## config.mk

```make
export PLATFORM = sky130hd
export DESIGN_NAME = pfd_xor_disc
export DESIGN_NICKNAME = d
export VERILOG_FILES = /design/src/rtl/pfd_pkg.sv /design/src/rtl/pfd_edge_sync.sv /design/src/rtl/pfd_div2.sv /design/src/rtl/pfd_freq_flags.sv /design/src/rtl/pfd_xor_disc.sv
export SDC_FILE = /design/constraint.sdc
export NUM_CORES = 1
export LEC_CHECK = 0
export ABC_AREA = 1
export BUFFER_PORTS_ARGS = -buffer_cell sky130_fd_sc_hd__buf_2
export CAP_MARGIN = 20
export CORE_UTILIZATION = 54
export DETAILED_ROUTE_END_ITERATION = 8
export HOLD_SLACK_MARGIN = 0.12
export PLACE_DENSITY = 0.78
export SETUP_SLACK_MARGIN = 0.5
export SLEW_MARGIN = 20
export SYNTH_ARGS = -nofsm -noshare
export SYNTH_HDL_FRONTEND = slang
export SYNTH_SLANG_ARGS = --single-unit
```

## constraint.sdc

```tcl
create_clock -name clk_i -period 2.1 [get_ports clk_i]
set_input_delay 0.105 -clock clk_i [delete_from_list [all_inputs] [get_ports clk_i]]
set_output_delay 0.105 -clock clk_i [all_outputs]
set_load 0.01 [all_outputs]
```

## src/rtl/pfd_pkg.sv

```systemverilog
package pfd_pkg;
  typedef enum logic [1:0] {
    SIDE_NONE = 2'd0,
    SIDE_REF  = 2'd1,
    SIDE_OSC  = 2'd2
  } side_e;

  // edges of alternation needed to release a flag: one per side
  localparam int unsigned PAIR_EDGES = 2;
  localparam int unsigned ALT_W      = $clog2(PAIR_EDGES + 1);
  localparam int unsigned N_CH       = 2;
  localparam int unsigned CH_REF     = 0;
  localparam int unsigned CH_OSC     = 1;
endpackage

```

## src/rtl/pfd_edge_sync.sv

```systemverilog
module pfd_edge_sync #(
  parameter int unsigned STAGES = 2
) (
  input  logic clk_i,
  input  logic rst_ni,
  input  logic d_i,
  output logic rise_o
);
  logic [STAGES-1:0] sync_q;
  logic              prev_q;
  logic              rise_q;

  always_ff @(posedge clk_i or negedge rst_ni) begin
    if (!rst_ni) begin
      sync_q <= '0;
      prev_q <= 1'b0;
      rise_q <= 1'b0;
    end else begin
      sync_q <= {sync_q[STAGES-2:0], d_i};
      prev_q <= sync_q[STAGES-1];
      rise_q <= sync_q[STAGES-1] & ~prev_q;
    end
  end

  assign rise_o = rise_q;
endmodule

```

## src/rtl/pfd_div2.sv

```systemverilog
module pfd_div2 (
  input  logic clk_i,
  input  logic rst_ni,
  input  logic step_i,
  output logic half_o
);
  logic half_q;

  always_ff @(posedge clk_i or negedge rst_ni) begin
    if (!rst_ni)     half_q <= 1'b0;
    else if (step_i) half_q <= ~half_q;
  end

  assign half_o = half_q;
endmodule

```

## src/rtl/pfd_freq_flags.sv

```systemverilog
module pfd_freq_flags
  import pfd_pkg::*;
(
  input  logic clk_i,
  input  logic rst_ni,
  input  logic ref_rise_i,
  input  logic osc_rise_i,
  output logic slow_o,
  output logic fast_o
);
  side_e            last_q, last_d;
  logic [ALT_W-1:0] alt_q, alt_d;
  logic             slow_q, slow_d;
  logic             fast_q, fast_d;

  always_comb begin
    last_d = last_q;
    alt_d  = alt_q;
    slow_d = slow_q;
    fast_d = fast_q;
    if (ref_rise_i && osc_rise_i) begin
      // coincident edges form a whole pair
      last_d = SIDE_NONE;
      alt_d  = ALT_W'(PAIR_EDGES);
    end else if (ref_rise_i) begin
      if (last_q == SIDE_REF) begin
        slow_d = 1'b1;
        fast_d = 1'b0;
        alt_d  = '0;
      end else if (alt_q != ALT_W'(PAIR_EDGES)) begin
        alt_d  = alt_q + 1'b1;
      end
      last_d = SIDE_REF;
    end else if (osc_rise_i) begin
      if (last_q == SIDE_OSC) begin
        fast_d = 1'b1;
        slow_d = 1'b0;
        alt_d  = '0;
      end else if (alt_q != ALT_W'(PAIR_EDGES)) begin
        alt_d  = alt_q + 1'b1;
      end
      last_d = SIDE_OSC;
    end
    if (alt_d == ALT_W'(PAIR_EDGES)) begin
      slow_d = 1'b0;
      fast_d = 1'b0;
    end
  end

  always_ff @(posedge clk_i or negedge rst_ni) begin
    if (!rst_ni) begin
      last_q <= SIDE_NONE;
      alt_q  <= ALT_W'(PAIR_EDGES);
      slow_q <= 1'b0;
      fast_q <= 1'b0;
    end else begin
      last_q <= last_d;
      alt_q  <= alt_d;
      slow_q <= slow_d;
      fast_q <= fast_d;
    end
  end

  assign slow_o = slow_q;
  assign fast_o = fast_q;
endmodule

```

## src/rtl/pfd_xor_disc.sv

```systemverilog
module pfd_xor_disc
  import pfd_pkg::*;
#(
  parameter int unsigned SYNC_STAGES = 2
) (
  input  logic clk_i,
  input  logic rst_ni,
  input  logic ref_i,
  input  logic osc_i,
  output logic err_o,
  output logic err_no,
  output logic override_o
);
  logic [N_CH-1:0] in_vec;
  logic [N_CH-1:0] rise;
  logic [N_CH-1:0] half;

  logic ref_rise, osc_rise;
  logic ref_half, osc_half;
  logic slow_flag, fast_flag;
  logic phase_x;
  logic err_q, errn_q, ovr_q;

  assign in_vec[CH_REF] = ref_i;
  assign in_vec[CH_OSC] = osc_i;

  for (genvar g = 0; g < N_CH; g++) begin : g_ch
    pfd_edge_sync #(.STAGES(SYNC_STAGES)) u_sync (
      .clk_i  (clk_i),
      .rst_ni (rst_ni),
      .d_i    (in_vec[g]),
      .rise_o (rise[g])
    );
    pfd_div2 u_div (
      .clk_i  (clk_i),
      .rst_ni (rst_ni),
      .step_i (rise[g]),
      .half_o (half[g])
    );
  end

  assign ref_rise = rise[CH_REF];
  assign osc_rise = rise[CH_OSC];
  assign ref_half = half[CH_REF];
  assign osc_half = half[CH_OSC];

  pfd_freq_flags u_flags (
    .clk_i      (clk_i),
    .rst_ni     (rst_ni),
    .ref_rise_i (ref_rise),
    .osc_rise_i (osc_rise),
    .slow_o     (slow_flag),
    .fast_o     (fast_flag)
  );

  assign phase_x = ref_half ^ osc_half;

  // both polarities registered separately so neither is a gate delay behind
  always_ff @(posedge clk_i or negedge rst_ni) begin
    if (!rst_ni) begin
      err_q  <= 1'b0;
      errn_q <= 1'b1;
      ovr_q  <= 1'b0;
    end else begin
      err_q  <= slow_flag ? 1'b1 : (fast_flag ? 1'b0 : phase_x);
      errn_q <= slow_flag ? 1'b0 : (fast_flag ? 1'b1 : ~phase_x);
      ovr_q  <= slow_flag | fast_flag;
    end
  end

  assign err_o      = err_q;
  assign err_no     = errn_q;
  assign override_o = ovr_q;
endmodule

```

==> results.toml <==
[outcome]
status = "finished clean"

[synthesis]
ys_seq_area_frac = 0.645
ys_seq_elements = 19
synthCells = 75
yosysWarningCount = 0
yosysTopAreaCell = "dfrtp_1"
syn-cell-area_um2 = 741
syn-mean-instance-area_um2 = 9.88
synth_mux_area_frac = 0
mappedNetlistNets = 80
synth_compound_area_frac = 0.0203
yosysUniqueCellTypes = 16
synth_top_family_by_area = "simple AND/OR/NAND/NOR gates"
synth_xor_area_frac = 0.0236
synth.area.top_cells = "dfrtp_1 (57%), nand2_1 (9.1%), dfstp_2 (7.1%)"
synthSimpleGateAreaFrac = 0.213
synthAdderAreaFrac = 0.0169
yosys.area.top_type_share = 0.574

[clocking]
clockBufferDepth = 2
cts_tree = "built"
clk_latency_ns = 0.29
root_buffer = "clkbuf_4"
cts_buffers = 3
htreeDepth = 1
cts.clk_slew.worst_paths_ns = 0.10
clock_sinks = 19

[final_layout]
antennaDiodeCount = 0
drive_gt1_frac = 0.318
multi_input_area_um2 = 230
n_fill_cell = 84
final-seq-area_um2 = 478
fin_area_um2 = 873
fin_nets = 94
area_delta_synth_final_pct = 17.9

[power]
peakVddDrop_v = 0.000671
power.leakage_nw = 0.465
power_per_cell_area_nw_per_um2 = 1050

[hold_path]
hold_path_class = "in -> async"

[timing]
rsz0062_at_grt = "yes"
setup_viol = 0
slew_viol_final = 0
hold_ws_ns = 0.261
fin_crit_sh = 0.758
hold_viol = 0
setup-tns-final_ns = 0
clock.fmax_ghz = 0.628
slew_headroom = 0.736
fin_crit_ns = 1.59
finClkSkew_ns = 0.00815
tightest_slew_ns = 0.395

[route]
drt_iter0_drc = 8
drc_errors = 0
wirelength_um = 1170
drt_pre_antenna_iters = 2
ant_nets = 0
vias = 502
wl_per_cell_um = 11.4
viasPerCell = 4.92

[setup_path]
cp-start-kind = "register"
worstPathArrival_ns = 1.77
cp_max_fo = 4
crit_path_end_kind = "register"
crit_type = "reg -> reg"
cp_data_required_time_ns = 2.28

[global_routing]
gr-total-overflow = 0
grt_first_pass_wirelength_um = 2060
antenna_found_initial = 0
grt_start_max_net_pins = 20
grtUsageTotal = 0.213
grt_pass1_vias = 488

[floorplanning]
ioPinCount = 7
row_count = 12
initial_core_util = 0.624
die_w_um = 39.0
core_um2 = 1190
die_y_um = 39.0
die_area_um2 = 1520

[placement]
portBuffers = 6
placed_cell_area_um2 = 781
routabilityCongestion = 0.817
dp_hpwl_um = 809

[run]
maxCapViolCount = 0
[timing repair]
item / in CTS / in global routing
pin swaps: 4 / 0
endpoints found under the hold margin: 21 / 0
hold buffers: 3 / 0
endpoints found under the setup margin: 1 / 2
setup buffers: 1 / 0
resized for setup: 5 / 2
[report_power, final]
group | total [mW] | internal, mW | switching [mW]
clock | 0.173 | 0.0709 | 0.103
combinational | 0.250 | 0.105 | 0.145
sequential | 0.492 | 0.447 | 0.0450
[critical path: stages (launching register included)]
cell and delay [ns]:
dfstp_2 0.55, inv_2 0.04, ha_4 0.25, nand2_2 0.05
inv_2 0.05, nand2_1 0.04, nand2_1 0.06, nand2_1 0.07
inv_2 0.08, nand2_4 0.07, nand3_2 0.06, nand2_2 0.06
nand2_1 0.05, nand2_1 0.05
[metrics by stage]
step	worst slack, ns	total power [mW]	std cells	util
after detailed placement	0.505	0.705	94	0.658
after CTS	0.531	0.916	102	0.734
final	0.508	0.916	102	0.736
after global routing	0.417	0.985	102	0.736
after floorplan	0.631	0.641	75	-
after global placement	0.561	0.688	94	0.658
[cells by family after synthesis]
logic type,after synthesis
AND/OR/NAND/NOR,35
flip-flops,19
adder cells (fa/ha/maj),1
XOR/XNOR,2
buffers and inverters,15
AO/OA/AOI/OAI,3
[per-layer routing]
layer	global-route usage	vias up	wire length [µm]	part of all wire
li1	-	252	-	-
met1	0.273	229	512	0.44
met2	0.308	15	553	0.47
met3	0.0925	6	62	0.053
met4	0.0948	0	37	0.032
met5	0	-	0	0
[state kept, by name, summed over array words and instances (netlist names)]
name                count
err_o                   1
u_flags.last_q          2
u_flags.fast_o          1
g_ch.u_sync.sync_q      4
g_ch.u_sync.rise_o      2
override_o              1
u_flags.alt_q           2
g_ch.u_sync.prev_q      2
g_ch.u_div.half_o       2
u_flags.slow_o          1
err_no                  1
[Yosys cell counts (all sizes together)]
cell and count:
ha 1, clkinv 1, nor2 7, dfstp 2, buf 1, dfrtp 17, nand3 6, nand3b 1
a21oi 3, inv 13, nand2 21, xor2 2
[cell usage in the layout (no fill, tap or decap)]
| cell type | n |
|---|---|
| nand2_4 | 1 |
| nor2_2 | 1 |
| clkbuf_4 | 3 |
| nand2_1 | 16 |
| clkinv_2 | 1 |
| dfstp_2 | 2 |
| nand3_1 | 4 |
| nand3b_1 | 1 |
| dfrtp_1 | 17 |
| buf_2 | 6 |
| ha_4 | 1 |
| inv_2 | 6 |
| dlygate4sd3_1 | 3 |
| xor2_1 | 2 |
| buf_4 | 1 |
| nand3_2 | 2 |
| nand2_2 | 4 |
| a21oi_1 | 3 |
| nor2_1 | 6 |
| inv_1 | 8 |
[area by class of cell]
class                           instances  area share
Clock buffer                            3      0.0258
Tap cell                               14      0.0201
Multi-Input combinational cell         41       0.264
Sequential cell                        19       0.547
Clock inverter                          1     0.00573
Timing Repair Buffer                   10      0.0774
Inverter                               14      0.0602
[final timing paths]
check                                                   startpoint                                  to  slack (ns)  depth (start not counted)
worst max-delay path                    u_flags.alt_q[1]$_DFF_PN1_          u_flags.slow_o$_DFFE_PN0P_        0.51                         13
worst min-delay path                                        rst_ni          u_flags.fast_o$_DFFE_PN0P_        0.26                          2
worst max register to register          u_flags.alt_q[1]$_DFF_PN1_          u_flags.slow_o$_DFFE_PN0P_        0.51                         13
worst min register to register  g_ch[1].u_sync.sync_q[0]$_DFF_PN0_  g_ch[1].u_sync.sync_q[1]$_DFF_PN0_        0.37                          0
max in group asynchronous                                   rst_ni          u_flags.alt_q[1]$_DFF_PN1_        1.51                          2
min in group clk_i              g_ch[1].u_sync.sync_q[0]$_DFF_PN0_  g_ch[1].u_sync.sync_q[1]$_DFF_PN0_        0.37                          0
(Power assumes the default switching activity.)
